--- src/rtl/emmc_boot_pkg.sv ---
// Shared constants and types for the eMMC boot read sequencer.
// Assumes a controller with 32-bit registers at fixed byte offsets.
package emmc_boot_pkg;

    localparam int REG_AW = 8;
    localparam int REG_DW = 32;

    // Controller register offsets decoded by the controller
    localparam logic [REG_AW-1:0] OFS_CMD    = 8'h00;
    localparam logic [REG_AW-1:0] OFS_ARG    = 8'h08;
    localparam logic [REG_AW-1:0] OFS_BLKSZ  = 8'h14;
    localparam logic [REG_AW-1:0] OFS_CLK    = 8'h18;
    localparam logic [REG_AW-1:0] OFS_ACCESS = 8'h1C;
    localparam logic [REG_AW-1:0] OFS_RESP0  = 8'h2C;
    localparam logic [REG_AW-1:0] OFS_DATA   = 8'h34;
    localparam logic [REG_AW-1:0] OFS_INT    = 8'h40;
    localparam logic [REG_AW-1:0] OFS_CTLRST = 8'h7C;

    // Setup values
    localparam logic [REG_DW-1:0] V_RST_ON    = 32'h8000_0000;
    localparam logic [REG_DW-1:0] V_SWAP      = 32'h0001_0000;
    localparam int                BLK_BYTES   = 512;
    localparam int                BLK_SHIFT   = $clog2(BLK_BYTES);
    localparam logic [REG_DW-1:0] V_BLK_BYTES = REG_DW'(BLK_BYTES);
    localparam logic [REG_DW-1:0] V_CLK_SLOW  = 32'h0107_2FFF;
    localparam logic [REG_DW-1:0] V_CLK_FAST  = 32'h0101_2FFF;

    // Interrupt flags and response values
    localparam logic [REG_DW-1:0] F_CMD_DONE = 32'h0001_0000;
    localparam logic [REG_DW-1:0] F_RD_READY = 32'h0010_0000;
    localparam int                OCR_BUSY_N = 31;
    localparam logic [REG_DW-1:0] ST_TRAN    = 32'h0000_0900;

    // Command words and fixed arguments
    localparam logic [REG_DW-1:0] CW_GO_IDLE = 32'h0000_0040;
    localparam logic [REG_DW-1:0] CW_OCR     = 32'h0140_5040;
    localparam logic [REG_DW-1:0] CW_CID     = 32'h0280_6040;
    localparam logic [REG_DW-1:0] CW_RCA     = 32'h0340_0040;
    localparam logic [REG_DW-1:0] CW_CSD     = 32'h0980_6000;
    localparam logic [REG_DW-1:0] CW_SELECT  = 32'h0740_0000;
    localparam logic [REG_DW-1:0] CW_BLKLEN  = 32'h1040_0000;
    localparam logic [REG_DW-1:0] CW_STATUS  = 32'h0D40_0000;
    localparam logic [REG_DW-1:0] CW_READ    = 32'h1148_0000;
    localparam logic [REG_DW-1:0] A_OCR      = 32'h4030_0000;
    localparam logic [REG_DW-1:0] A_RCA      = 32'h0001_0000;

    // Script position; order follows the boot script
    typedef enum logic [3:0] {
        PH_RST_ON, PH_RST_OFF, PH_SWAP, PH_BLKSZ, PH_CLK_SLOW,
        PH_GO_IDLE, PH_OCR, PH_CID, PH_RCA, PH_CLK_FAST,
        PH_CSD, PH_SELECT, PH_BLKLEN, PH_STATUS, PH_READ
    } phase_e;

    // Bus step within a phase
    typedef enum logic [3:0] {
        S_IDLE, S_SETUP, S_CLR, S_ARG, S_CMD,
        S_POLL, S_ACK, S_RESP, S_DATA, S_END
    } step_e;

endpackage

--- src/rtl/emmc_cmd_table.sv ---
// Script table: maps a phase to its setup write, command word,
// fixed argument, response need and linear successor.
// Purely combinational; assumes phases listed in emmc_boot_pkg.
module emmc_cmd_table
    import emmc_boot_pkg::*;
(
    input  phase_e             ph,
    output logic [REG_AW-1:0]  set_addr,
    output logic [REG_DW-1:0]  set_data,
    output logic [REG_DW-1:0]  cmd_word,
    output logic [REG_DW-1:0]  cmd_arg,
    output logic               want_resp,
    output phase_e             nxt
);

    // Decode the current phase into bus values
    always_comb begin
        set_addr  = OFS_CLK;
        set_data  = '0;
        cmd_word  = '0;
        cmd_arg   = '0;
        want_resp = 1'b0;
        nxt       = PH_STATUS;
        case (ph)
            PH_RST_ON:   begin set_addr = OFS_CTLRST; set_data = V_RST_ON;    nxt = PH_RST_OFF;  end
            PH_RST_OFF:  begin set_addr = OFS_CTLRST; set_data = '0;          nxt = PH_SWAP;     end
            PH_SWAP:     begin set_addr = OFS_ACCESS; set_data = V_SWAP;      nxt = PH_BLKSZ;    end
            PH_BLKSZ:    begin set_addr = OFS_BLKSZ;  set_data = V_BLK_BYTES; nxt = PH_CLK_SLOW; end
            PH_CLK_SLOW: begin set_addr = OFS_CLK;    set_data = V_CLK_SLOW;  nxt = PH_GO_IDLE;  end
            PH_GO_IDLE:  begin cmd_word = CW_GO_IDLE; nxt = PH_OCR; end
            PH_OCR:      begin cmd_word = CW_OCR; cmd_arg = A_OCR; want_resp = 1'b1; nxt = PH_CID; end
            PH_CID:      begin cmd_word = CW_CID; nxt = PH_RCA; end
            PH_RCA:      begin cmd_word = CW_RCA; cmd_arg = A_RCA; nxt = PH_CLK_FAST; end
            PH_CLK_FAST: begin set_addr = OFS_CLK; set_data = V_CLK_FAST; nxt = PH_CSD; end
            PH_CSD:      begin cmd_word = CW_CSD; cmd_arg = A_RCA; nxt = PH_SELECT; end
            PH_SELECT:   begin cmd_word = CW_SELECT; cmd_arg = A_RCA; nxt = PH_BLKLEN; end
            PH_BLKLEN:   begin cmd_word = CW_BLKLEN; cmd_arg = V_BLK_BYTES; nxt = PH_STATUS; end
            PH_STATUS:   begin cmd_word = CW_STATUS; cmd_arg = A_RCA; want_resp = 1'b1; nxt = PH_READ; end
            PH_READ:     begin cmd_word = CW_READ; nxt = PH_STATUS; end
            default:     begin nxt = PH_STATUS; end
        endcase
    end

endmodule

--- src/rtl/emmc_poll_timer.sv ---
// Counts failed interrupt polls and flags the last permitted one.
// Assumes LIMIT >= 1; clears whenever polling is not active.
module emmc_poll_timer #(
    parameter int LIMIT = 1000000
) (
    input  logic clk,
    input  logic rst_n,
    input  logic active,
    input  logic miss,
    output logic expired
);

    localparam int CW = $clog2(LIMIT + 1);

    logic [CW-1:0] cnt;

    // Track consecutive misses within one polling stretch
    always_ff @(posedge clk) begin
        if (!rst_n || !active) begin
            cnt <= '0;
        end else if (miss) begin
            cnt <= cnt + 1'b1;
        end
    end

    // The miss that uses up the limit ends the poll
    assign expired = miss && (cnt == CW'(LIMIT - 1));

endmodule

--- src/rtl/emmc_blk_tracker.sv ---
// Holds the current block number, blocks remaining and word index.
// Advances one word per data read; the last word of a block
// steps to the next block. Assumes BLOCK_WORDS >= 1.
module emmc_blk_tracker #(
    parameter int BLKNUM_W    = 23,
    parameter int COUNT_W     = 16,
    parameter int BLOCK_WORDS = 128
) (
    input  logic                clk,
    input  logic                rst_n,
    input  logic                load,
    input  logic [BLKNUM_W-1:0] first_block,
    input  logic [COUNT_W-1:0]  block_count,
    input  logic                word_adv,
    output logic [BLKNUM_W-1:0] cur_block,
    output logic                none_left,
    output logic                last_block,
    output logic                last_word
);

    localparam int WI_W = (BLOCK_WORDS > 1) ? $clog2(BLOCK_WORDS) : 1;

    logic [COUNT_W-1:0] remaining;
    logic [WI_W-1:0]    widx;

    // Load on start, then step words and blocks
    always_ff @(posedge clk) begin
        if (!rst_n) begin
            cur_block <= '0;
            remaining <= '0;
            widx      <= '0;
        end else if (load) begin
            cur_block <= first_block;
            remaining <= block_count;
            widx      <= '0;
        end else if (word_adv) begin
            if (last_word) begin
                widx      <= '0;
                cur_block <= cur_block + 1'b1;
                remaining <= remaining - 1'b1;
            end else begin
                widx <= widx + 1'b1;
            end
        end
    end

    assign none_left  = (remaining == '0);
    assign last_block = (remaining == COUNT_W'(1));
    assign last_word  = (widx == WI_W'(BLOCK_WORDS - 1));

endmodule

--- src/rtl/emmc_boot_seq.sv ---
// eMMC boot read sequencer top. Walks a fixed controller setup and
// card command script over a request/ready register bus, then
// streams BLOCK_WORDS words per block. Assumes the controller
// completes each transfer in the cycle reg_ready is high.
module emmc_boot_seq
    import emmc_boot_pkg::*;
#(
    parameter int POLL_LIMIT  = 1000000,
    parameter int BLOCK_WORDS = 128,
    parameter int BLKNUM_W    = 23,
    parameter int COUNT_W     = 16
) (
    input  logic                clk,
    input  logic                rst_n,
    input  logic                start,
    input  logic [BLKNUM_W-1:0] first_block,
    input  logic [COUNT_W-1:0]  block_count,
    output logic                busy,
    output logic                done,
    output logic                error,
    output logic                dout_valid,
    output logic [REG_DW-1:0]   dout_data,
    output logic                reg_req,
    output logic                reg_we,
    output logic [REG_AW-1:0]   reg_addr,
    output logic [REG_DW-1:0]   reg_wdata,
    input  logic                reg_ready,
    input  logic [REG_DW-1:0]   reg_rdata
);

    step_e             st;
    phase_e            ph;
    phase_e            nxt_ph;
    logic [REG_DW-1:0] snap;
    logic              hi_flag;
    logic              fail_q;
    logic              done_q;
    logic              err_q;
    logic              dv_q;
    logic [REG_DW-1:0] dd_q;

    logic [REG_AW-1:0] set_addr;
    logic [REG_DW-1:0] set_data;
    logic [REG_DW-1:0] cmd_word;
    logic [REG_DW-1:0] tbl_arg;
    logic [REG_DW-1:0] cmd_arg;
    logic              want_resp;
    logic [REG_DW-1:0] poll_mask;
    logic              xfer;
    logic              hit;
    logic              expired;
    logic [BLKNUM_W-1:0] cur_block;
    logic              none_left;
    logic              last_block;
    logic              last_word;

    emmc_cmd_table tbl_i (
        .ph        (ph),
        .set_addr  (set_addr),
        .set_data  (set_data),
        .cmd_word  (cmd_word),
        .cmd_arg   (tbl_arg),
        .want_resp (want_resp),
        .nxt       (nxt_ph)
    );

    emmc_poll_timer #(.LIMIT(POLL_LIMIT)) tmr_i (
        .clk     (clk),
        .rst_n   (rst_n),
        .active  (st == S_POLL),
        .miss    ((st == S_POLL) && xfer && !hit),
        .expired (expired)
    );

    emmc_blk_tracker #(
        .BLKNUM_W    (BLKNUM_W),
        .COUNT_W     (COUNT_W),
        .BLOCK_WORDS (BLOCK_WORDS)
    ) trk_i (
        .clk         (clk),
        .rst_n       (rst_n),
        .load        ((st == S_IDLE) && start),
        .first_block (first_block),
        .block_count (block_count),
        .word_adv    ((st == S_DATA) && xfer),
        .cur_block   (cur_block),
        .none_left   (none_left),
        .last_block  (last_block),
        .last_word   (last_word)
    );

    assign xfer      = reg_req && reg_ready;
    assign poll_mask = hi_flag ? F_RD_READY : F_CMD_DONE;
    assign hit       = |(reg_rdata & poll_mask);
    assign cmd_arg   = (ph == PH_READ) ? (REG_DW'(cur_block) << BLK_SHIFT) : tbl_arg;

    // Drive the register bus from the current step
    always_comb begin
        reg_req   = 1'b1;
        reg_we    = 1'b0;
        reg_addr  = OFS_INT;
        reg_wdata = '0;
        case (st)
            S_SETUP: begin reg_we = 1'b1; reg_addr = set_addr; reg_wdata = set_data; end
            S_CLR:   begin reg_we = 1'b1; reg_addr = OFS_INT; end
            S_ARG:   begin reg_we = 1'b1; reg_addr = OFS_ARG; reg_wdata = cmd_arg; end
            S_CMD:   begin reg_we = 1'b1; reg_addr = OFS_CMD; reg_wdata = cmd_word; end
            S_POLL:  begin reg_addr = OFS_INT; end
            S_ACK:   begin reg_we = 1'b1; reg_addr = OFS_INT; reg_wdata = snap & ~poll_mask; end
            S_RESP:  begin reg_addr = OFS_RESP0; end
            S_DATA:  begin reg_addr = OFS_DATA; end
            default: begin reg_req = 1'b0; end
        endcase
    end

    // Script sequencing, completion and data capture
    always_ff @(posedge clk) begin
        if (!rst_n) begin
            st      <= S_IDLE;
            ph      <= PH_RST_ON;
            snap    <= '0;
            hi_flag <= 1'b0;
            fail_q  <= 1'b0;
            done_q  <= 1'b0;
            err_q   <= 1'b0;
            dv_q    <= 1'b0;
            dd_q    <= '0;
        end else begin
            done_q <= 1'b0;
            err_q  <= 1'b0;
            dv_q   <= 1'b0;
            case (st)
                S_IDLE: if (start) begin
                    st     <= S_SETUP;
                    ph     <= PH_RST_ON;
                    fail_q <= 1'b0;
                end
                S_SETUP: if (xfer) begin
                    ph <= nxt_ph;
                    st <= (ph == PH_CLK_SLOW || ph == PH_CLK_FAST) ? S_CLR : S_SETUP;
                end
                S_CLR: if (xfer) st <= S_ARG;
                S_ARG: if (xfer) st <= S_CMD;
                S_CMD: if (xfer) begin
                    st      <= S_POLL;
                    hi_flag <= 1'b0;
                end
                S_POLL: if (xfer) begin
                    if (hit) begin
                        snap <= reg_rdata;
                        st   <= S_ACK;
                    end else if (expired) begin
                        fail_q <= 1'b1;
                        st     <= S_END;
                    end
                end
                S_ACK: if (xfer) begin
                    if (ph == PH_READ && !hi_flag) begin
                        hi_flag <= 1'b1;
                        st      <= S_POLL;
                    end else if (ph == PH_READ) begin
                        st <= S_DATA;
                    end else if (want_resp) begin
                        st <= S_RESP;
                    end else if (ph == PH_RCA) begin
                        ph <= nxt_ph;
                        st <= S_SETUP;
                    end else if (ph == PH_BLKLEN && none_left) begin
                        st <= S_END;
                    end else begin
                        ph <= nxt_ph;
                        st <= S_CLR;
                    end
                end
                S_RESP: if (xfer) begin
                    if (ph == PH_OCR) begin
                        if (reg_rdata[OCR_BUSY_N]) ph <= nxt_ph;
                        st <= S_CLR;
                    end else if (reg_rdata == ST_TRAN) begin
                        ph <= nxt_ph;
                        st <= S_CLR;
                    end else begin
                        fail_q <= 1'b1;
                        st     <= S_END;
                    end
                end
                S_DATA: if (xfer) begin
                    dv_q <= 1'b1;
                    dd_q <= reg_rdata;
                    if (last_word) begin
                        if (last_block) begin
                            st <= S_END;
                        end else begin
                            ph <= PH_STATUS;
                            st <= S_CLR;
                        end
                    end
                end
                S_END: begin
                    done_q <= 1'b1;
                    err_q  <= fail_q;
                    st     <= S_IDLE;
                end
                default: st <= S_IDLE;
            endcase
        end
    end

    assign busy       = (st != S_IDLE);
    assign done       = done_q;
    assign error      = err_q;
    assign dout_valid = dv_q;
    assign dout_data  = dd_q;

endmodule

--- config.mk ---
export PLATFORM = sky130hd
export DESIGN_NAME = emmc_boot_seq
export DESIGN_NICKNAME = d
export VERILOG_FILES = /design/src/rtl/emmc_boot_pkg.sv /design/src/rtl/emmc_cmd_table.sv /design/src/rtl/emmc_poll_timer.sv /design/src/rtl/emmc_blk_tracker.sv /design/src/rtl/emmc_boot_seq.sv
export SDC_FILE = /design/constraint.sdc
export NUM_CORES = 1
export LEC_CHECK = 0
export ABC_AREA = 1
export ABC_CLOCK_PERIOD_IN_PS = 4200
export BUFFER_PORTS_ARGS = -buffer_cell sky130_fd_sc_hd__buf_2
export CORE_MARGIN = 2
export CORE_UTILIZATION = 39
export CTS_BUF_LIST = sky130_fd_sc_hd__clkbuf_8
export DETAILED_ROUTE_END_ITERATION = 16
export SLEW_MARGIN = 15
export SYNTH_ARGS = -nofsm -noshare
export SYNTH_HDL_FRONTEND = slang
export SYNTH_SLANG_ARGS = --single-unit
--- constraint.sdc ---
create_clock -name clk -period 4.2 [get_ports clk]
set_input_delay 0.63 -clock clk [delete_from_list [all_inputs] [get_ports clk]]
set_output_delay 0.63 -clock clk [all_outputs]
set_load 0.05 [all_outputs]
; Yosys cells after proc, flatten, opt, wreduce, memory -nomap -nowiden
; Cells that the tools add are included.
[totals]
register_bits = 143
output_inout_bits = 78
in_bits = 75
[classes]
reduce_logical = 39
muxes = 71
n_bitwise = 4
addsub = 4
n_eq_ne = 50
[ops]
columns = operator, n
row1 = one-hot mux 29 bit (9 select lines), 1
row2 = one-hot mux 32 bit (5 select lines), 1
row3 = two-way mux 4 bit, 35
row4 = one-hot mux 32 bit (4 select lines), 1
row5 = one-hot mux 31 bit (3 select lines), 1
row6 = two-way mux 23 bit, 3
row7 = one-hot mux 4 bit (13 select lines), 1
row8 = two-way mux 16 bit, 3
row9 = one-hot mux 8 bit (5 select lines), 1
row10 = "!= test 2 bit, second input constant", 19
row11 = "equality test 4 bit, second input constant", 9
row12 = one-hot mux 4 bit (9 select lines), 1
row13 = AND 32 x 21 -> 32 bit, 1
row14 = AND 32 bit, 1
row15 = "equality test 32 x 12 -> 1 bit, second input constant", 1
row16 = "equality test 4 x 3 -> 1 bit, second input constant", 8
row17 = two-way mux 32 bit, 1
row18 = NOT 21 -> 32 bit, 1
row19 = OR reduction 32 bit, 1
row20 = "adder 23 x 1 -> 23 bit, second input constant", 1
row21 = two-way mux 21 bit, 1
row22 = one-hot mux 7 bit (3 select lines), 1
row23 = "adder 20 x 1 -> 20 bit, second input constant", 1
row24 = "equality test 20 bit, second input constant", 1
row25 = 33 further kinds, 73

; Depth between registers and ports, before layout
; Gate-level depths: netlist of run 1.
[logic_depth]
depth_word = 11
mapped_depth = 12

; Cells and area by module
; Synthesis of run 1 repeated with hierarchy kept, for this count alone.
[hier_totals]
cells_unflattened = 1462
hier_area_um2 = 9405.3
[by_module_without_submodules]
columns = module, instances, area_per_inst_um2, cells_each
row1 = emmc_boot_seq, 1, 4508.1, 699
row2 = emmc_blk_tracker, 1, 2879.0, 454
row3 = emmc_poll_timer, 1, 1107.3, 169
row4 = emmc_cmd_table, 1, 910.9, 140

; Worst setup path after synthesis of run 1
; Ideal clock, no wire load.
[synth_timing]
kind = register to output
from = register ph[0]
to = output port reg_wdata[10]
path_buffers = 1
arrival_ns = 2.271
required_time_ns = 3.570
setup_slack_ns = 1.299
path_stages_with_launch = 7
cell_sequence = dfxtp_1 inv_1 nand2_1 nor2_1 nand2_1 clkbuf_1 o21ai_0
[synth_via]
elab_chain_len = 3
elab_cells_between_ends = 9
[synth_lines]
columns = element, line
row1 = start: declaration, emmc_boot_seq.sv:32  ; phase_e ph;
row2 = start signal: assignment, emmc_boot_seq.sv:139  ; ph <= nxt_ph;
row3 = start signal: assignment, emmc_boot_seq.sv:166  ; ph <= nxt_ph;
row4 = start signal: assignment, emmc_boot_seq.sv:171  ; ph <= nxt_ph;
row5 = equality test 4 bit (tied with other cells), emmc_cmd_table.sv:24  ; case (ph)
row6 = one-hot mux 32 bit (5 select lines) / two-way mux 32 bit (equally long branches), "emmc_cmd_table.sv:24, emmc_boot_seq.sv:95"
row7 = one-hot mux 32 bit (4 select lines) *, emmc_boot_seq.sv:103  ; case (st)
row8 = end: declaration, emmc_boot_seq.sv:26  ; output logic [REG_DW-1:0] reg_wdata,
; Mark *: on every way between the ends. The rest lies on a longest branch, timed or not.

; Worst setup path after layout of run 1
[layout_timing]
from = register st[2]
to = output port reg_wdata[10]
[layout_via]
elab_chain_len = 2
elab_cells_between_ends = 5
[layout_lines]
columns = element, line
row1 = start: declaration, emmc_boot_seq.sv:31  ; step_e st;
row2 = start signal: assignment, emmc_boot_seq.sv:140  ; st <= (ph == PH_CLK_SLOW || ph == PH_CLK_FAST) ? S_CLR : S_SETUP;
row3 = equality test 4 x 3 -> 1 bit (tied with other cells), emmc_boot_seq.sv:103
row4 = one-hot mux 32 bit (4 select lines) *, emmc_boot_seq.sv:103
; Marked as above.

==> impl_metrics.env, run 1 <==
export IMPL_die_area_um2=21300
export IMPL_hold_end="snap[5]"
export IMPL_final_cell_count_no_fill=1614
export IMPL_cts_buffers=17
export IMPL_met3_length_um=1720
export IMPL_path_cells="nor2_1 > nand2_1 > inv_1 > o21ai_0 > buf_4 > inv_1 > a21oi_1 > o21ai_0 > buf_2"
export IMPL_synth_avg_cell_area_um2=6.50
export IMPL_synth_simple_area_share_pct=30.6
export IMPL_worstSkewPairLatency_ps=460
export IMPL_grt_pass1_vias=7639
export IMPL_met1_length_um=12100
export IMPL_worst_setup_path_start_kind="flop"
export IMPL_cts_clk_slew_worst_paths_ps=90
export IMPL_final_core_util_pct=46.8
export IMPL_yosysTopAreaCellShare_pct=36.4
export IMPL_die_w_um=146
export IMPL_cts_tree="built"
export IMPL_finalInstanceArea_um2=9200
export IMPL_worstRegToRegCells=6
export IMPL_cts_setup_buffers=0
export IMPL_place_area_um2=8770
export IMPL_vias_per_cell=5.22
export IMPL_synth_edf_count=0
export IMPL_fin_nets=1418
export IMPL_grt_max_degree=65
export IMPL_postRouteAntennaNets=0
export IMPL_fmax_ghz=0.294
export IMPL_antenna_found_initial=0
export IMPL_syn_inst=1209
export IMPL_drive_gt1_share_pct=15.4
export IMPL_start_util_pct=40.0
export IMPL_drt_total_wl_um=25900
export IMPL_synthTopCellsByArea="dfxtp_1, nand2_1, nor2_1, o21ai_0, a21oi_1"
export IMPL_finClkSkew_ps=13.5
export IMPL_hold_viol=0
export IMPL_avgRoutedWirePerCell_um=16.1
export IMPL_die_y_um=146
export IMPL_drc_errors=0
export IMPL_port_buffers=149
export IMPL_power_leakage_nw=4.19
export IMPL_dr_wl_met2_um=11700
export IMPL_synth_top_family_by_area="simple AND/OR/NAND/NOR gates"
export IMPL_synth_mux_area_share_pct=0
export IMPL_cts_sinks=143
export IMPL_timing_final_crit_share_pct=81.0
export IMPL_crit_required_ps=3570
export IMPL_worst_slack_ps=798
export IMPL_fp_coreArea_um2=19700
export IMPL_rsz0062_at_grt="false"
export IMPL_dp_hpwl_um=19500
export IMPL_max_slew_margin_pct=50.8
export IMPL_crit_slowest_cell="dfxtp_1"
export IMPL_dr_pass1_iters=5
export IMPL_cp_slowest_stage_delay_ps=360
export IMPL_h_tree_depth=4
export IMPL_synth_compound_area_share_pct=21.0
export IMPL_synth_main_ff_cell="dfxtp_1"
export IMPL_setup_viol=0
export IMPL_maxUsedRoutingLayer="met4"
export IMPL_yosys_register_bits=143
export IMPL_drv_cap=0
export IMPL_min_period_ps=3400
export IMPL_slew_viol_final=0
export IMPL_cp_arrival_ps=2770
export IMPL_whs_ps=434
export IMPL_place_congestion=0.992
export IMPL_root_buffer="clkbuf_8"
export IMPL_reg2reg_to="snap[3]"
export IMPL_fin_setup_tns_ps=0
export IMPL_grt_overflow=0
export IMPL_worstHoldPathType="in2reg"
export IMPL_cts_resized_gates=0
export IMPL_clockBufferDepth=2
export IMPL_synth_top_cell_by_area="dfxtp_1"
export IMPL_ys_async_sr_fraction_pct=0
export IMPL_crit_fanout=9
export IMPL_min_from="reg_rdata[5]"
export IMPL_synthAdderAreaFrac_pct=0.955
export IMPL_drtIter0Drc=642
export IMPL_power_density_nw_per_um2=460
export IMPL_fin_total_pwr_mw=4.23
export IMPL_syn_area_um2=7860
export IMPL_vias=8433
export IMPL_track_usage_pct=23.8
export IMPL_critPathKind="reg2out"
export IMPL_outcome="completed"
export IMPL_ctsHoldBuffers=0
export IMPL_hold_depth=3
export IMPL_tightest_slew_ps=738
export IMPL_ios=153
export IMPL_synth_xor_area_share_pct=1.67
export IMPL_r2r_start="hi_flag"
export IMPL_regToRegSetupSlack_ps=1670
export IMPL_ys_types=47
export IMPL_ir_drop_mv=0.221
export IMPL_place_ws_ps=1330
export IMPL_rows=51
export IMPL_placedCellCount=1583
export IMPL_syn_to_final_growth_pct=17.0
export IMPL_num_antenna_cells=0
export IMPL_grt_pass1_wl_um=40800
export IMPL_synth_warnings=0
export IMPL_endpoint_kind="output port"
export IMPL_ys_seq_area_share_pct=36.4
==> placed cells by master (no fill, tap or decap), drive strengths merged, types with 20 or more instances in the layout <==
cell type and instances:
nand2 251, nor2 178, buf 157, dfxtp 143, o21ai 136, inv 128, a21oi 108, nand3 77
nor3 32, clkbuf 20
==> worst max-delay path: cells and delay by family (launching register included) <==
| family | cells | cell delay, ps |
|---|---|---|
| compound gates | 3 | 480 |
| simple gates | 2 | 560 |
| flops | 1 | 360 |
| buf+inv | 4 | 920 |
==> metal layers <==
layer  track usage (%)  up-vias
li1                  -     4276
met1              32.8     3849
met2              37.4      280
met3              5.30       28
met4              6.65        0
met5                 0        -
==> final cells by class <==
class,count,area (µm²)
Multi-Input combinational cell,891,4290
Clock buffer,20,275
Timing Repair Buffer,157,806
Sequential cell,143,2860
Tap cell,265,332
Clock inverter,11,155
Fill cell,2128,10500
Inverter,127,482
==> kinds of logic (layout without fill, tap and decap cells) <==
family          count (synthesis)  in the layout
xor+xnor                       15             15
flops                         143            143
simple gates                  567            567
compound gates                300            300
other cells                     1              3
fa+ha+maj                       6              6
buf+inv                       177            315
==> report_power, final <==
part / internal [mW] / total (mW) / switching (mW)
Clock: 0.638 / 1.21 / 0.572
Sequential: 1.46 / 1.59 / 0.124
Combinational: 0.376 / 1.43 / 1.06
Total: 2.48 / 4.23 / 1.75
==> how the worst max path moves through the flow <==
stage | start | to | slack [ps] | cells past startpoint
2_1_floorplan | ph[0] | reg_wdata[10] | 1300 | 6
3_3_place_gp | reg_rdata[16] | snap[19] | 1380 | 8
3_5_place_dp | reg_rdata[16] | snap[7] | 1330 | 8
4_1_cts | st[2] | reg_wdata[10] | 840 | 9
5_1_grt | st[2] | reg_wdata[10] | 550 | 9
6_report | st[2] | reg_wdata[10] | 800 | 9
==> cells in the mapped netlist, types with 2 or more instances <==
master and instances:
buf_1 4, inv_4 2, clkbuf_1 23, nor2_1 170, nand2_4 2, a21oi_1 108, o2111ai_1 3, buf_2 14
xnor2_1 3, a32o_1 2, and2_1 2, o221ai_1 6, inv_1 119, nand2_1 249, dfxtp_1 143, a31oi_1 10
o21ai_1 10, nor2_4 3, xor2_1 12, ha_1 6, nor4_1 2, nand3b_1 6, a211oi_1 7, buf_4 7
nor2_2 4, o211ai_1 15, nor3_1 32, a22oi_1 6, inv_2 5, nand3_1 77, nand4_1 15, buf_6 2
o21ai_0 126
==> registers in the layout (all words and copies together) (netlist names) <==
signal and cells:
dout_data 32, snap 32, trk_i.cur_block 23, tmr_i.cnt 20
trk_i.remaining 16, trk_i.widx 7, ph 4, st 4
done 1, dout_valid 1, error 1, fail_q 1
hi_flag 1
No activity file was read; power rests on OpenSTA's default activity.
==> run 2: changes to the inputs <==
--- a/config.mk
+++ b/config.mk
@@ -6,7 +6,7 @@
 export NUM_CORES = 1
 export LEC_CHECK = 0
 export ABC_AREA = 1
-export ABC_CLOCK_PERIOD_IN_PS = 4200
+export ABC_CLOCK_PERIOD_IN_PS = 3400
 export BUFFER_PORTS_ARGS = -buffer_cell sky130_fd_sc_hd__buf_2
 export CORE_MARGIN = 2
 export CORE_UTILIZATION = 39
==> constraint.sdc (replaced) <==
create_clock -name clk -period 3.4 [get_ports clk]
set_input_delay 0.51 -clock clk [delete_from_list [all_inputs] [get_ports clk]]
set_output_delay 0.51 -clock clk [all_outputs]
set_load 0.05 [all_outputs]
==> impl_metrics.env, run 2 (synthesized netlist as in run 1, its figures left out) <==
export IMPL_timing_final_crit_share_pct=93.0
export IMPL_finalInstanceArea_um2=9220
export IMPL_die_area_um2=21300
export IMPL_worstSkewPairLatency_ps=470
export IMPL_place_area_um2=8830
export IMPL_path_cells="nor2_1 > nand2_2 > inv_1 > o21ai_0 > buf_4 > inv_1 > a21oi_1 > o21ai_0 > buf_2"
export IMPL_finClkSkew_ps=20.2
export IMPL_cts_buffers=17
export IMPL_fin_total_pwr_mw=5.14
export IMPL_p_comb_share_pct=34.8
export IMPL_die_y_um=146
export IMPL_cts_tree="built"
export IMPL_endpoint_kind="output port"
export IMPL_layout_cells_most_common_list="nand2_1, nor2_1, buf_2"
export IMPL_cts_clk_slew_worst_paths_ps=100
export IMPL_critical_path_top_delay_family="buffers and inverters"
export IMPL_p_seq_share_pct=38.1
export IMPL_slew_viol_final=0
export IMPL_fin_nets=1422
export IMPL_grt_max_degree=69
export IMPL_clockBufferDepth=2
export IMPL_die_w_um=146
export IMPL_postRouteAntennaNets=0
export IMPL_root_buffer="clkbuf_8"
export IMPL_grt_overflow=0
export IMPL_power_switching_mw=2.23
export IMPL_regArea_um2=2860
export IMPL_syn_to_final_growth_pct=17.3
export IMPL_tightest_slew_ps=783
export IMPL_cp_arrival_ps=2650
export IMPL_fp_coreArea_um2=19700
export IMPL_grt_pass1_wl_um=42100
export IMPL_sw_frac_of_total_pct=43.4
export IMPL_path_buf_inv=4
export IMPL_hold_viol=0
export IMPL_antenna_found_initial=0
export IMPL_p_int_mw=2.91
export IMPL_critPathKind="reg2out"
export IMPL_pwr_share_clk_pct=27.1
export IMPL_track_usage_pct=24.5
export IMPL_power_density_nw_per_um2=557
export IMPL_crit_fanout=12
export IMPL_vias=8348
export IMPL_drv_cap=0
export IMPL_cp_slowest_stage_delay_ps=380
export IMPL_n_fill_cell=2152
export IMPL_layout_commonest_cell="nand2_1"
export IMPL_fin_setup_tns_ps=0
export IMPL_crit_required_ps=2890
export IMPL_num_antenna_cells=0
export IMPL_rsz0062_at_grt="false"
export IMPL_h_tree_depth=4
export IMPL_dr_pass1_iters=5
export IMPL_worstHoldPathType="in2reg"
export IMPL_worst_setup_path_start_kind="flop"
export IMPL_start_util_pct=40.0
export IMPL_power_leakage_nw=4.19
export IMPL_outcome="completed"
export IMPL_place_congestion=0.911
export IMPL_port_buffers=149
export IMPL_crit_slowest_cell="dfxtp_1"
export IMPL_drtIter0Drc=656
export IMPL_setup_viol=0
export IMPL_grt_pass1_vias=8021
export IMPL_min_period_ps=3160
export IMPL_avgRoutedWirePerCell_um=16.2
export IMPL_dp_hpwl_um=19600
export IMPL_drc_errors=0
export IMPL_rows=51
export IMPL_ir_drop_mv=0.297
export IMPL_max_slew_margin_pct=47.3
export IMPL_ios=153
export IMPL_vias_per_cell=5.16
export IMPL_multiInputGateArea_um2=4290
export IMPL_cts_setup_buffers=0
export IMPL_drt_total_wl_um=26200
export IMPL_fmax_ghz=0.316
export IMPL_drive_gt1_share_pct=15.9
export IMPL_cts_sinks=143
-- run 2: cell count changes in the layout (fill, tap and decap cells not counted) --
cell | before | now
buf_12 | 0 | 2
buf_4 | 8 | 10
bufinv_16 | 3 | 1
clkbuf_8 | 20 | 18
clkinv_2 | 1 | 0
clkinv_4 | 4 | 1
clkinvlp_4 | 1 | 3
inv_6 | 2 | 7
inv_8 | 0 | 2
nand2_1 | 249 | 247
nand2_2 | 0 | 2
-- run 2: power groups by stage --
stage	Sequential [mW]	Clock (mW)	Combinational, mW
2_1_floorplan	1.95	0	1.31
3_3_place_gp	1.99	0	1.78
3_5_place_dp	1.99	0	1.77
4_1_cts	1.96	1.41	1.78
5_1_grt	1.98	1.48	1.98
6_report	1.96	1.39	1.79
-- run 2: worst register-to-register path, stage by stage, from the launching register on --
cell and delay (ps):
dfxtp_1 410, o21ai_0 680, nand2_1 330, nor2_4 540, buf_12 250, o21ai_0 110, a21oi_1 140
-- run 2: cell type report --
cell class,instances,area share [%]
Multi-Input combinational cell,891,46.6
Sequential cell,143,31.0
Clock buffer,18,2.69
Inverter,127,5.22
Tap cell,265,3.59
Clock inverter,14,1.57
Timing Repair Buffer,161,9.33
-- run 2: worst paths after layout --
check / start / end / slack [ps] / depth (start not counted)
max: st[2] / reg_wdata[10] / 240 / 9
min: reg_rdata[6] / snap[6] / 310 / 3
max reg2reg: hi_flag / snap[1] / 880 / 6
min reg2reg: fail_q / error / 450 / 2
-- run 2: repair_timing --
action | 4_1_cts | 5_1_grt
gates resized for setup | 0 | 2
setup endpoints to repair | 0 | 8
hold buffers | 0 | 0
-- run 2: stage by stage --
step,std cells,hold WS (ps),setup slack [ps],utilization [%]
3_3_place_gp,1587,436,626,44.9
3_5_place_dp,1587,441,615,44.9
5_1_grt,1619,290,24.1,46.9
6_report,1619,305,237,46.9
2_1_floorplan,1211,423,619,-
4_1_cts,1619,286,179,46.9
-- run 2: routing by layer --
layer	global-route usage (%)	vias up	part of all wire (%)	wire, µm
li1	-	4279	-	-
met1	32.9	3778	47	12200
met2	39.4	258	45	11900
met3	4.80	33	5.9	1540
met4	8.16	0	2.1	554
met5	0	-	0	0
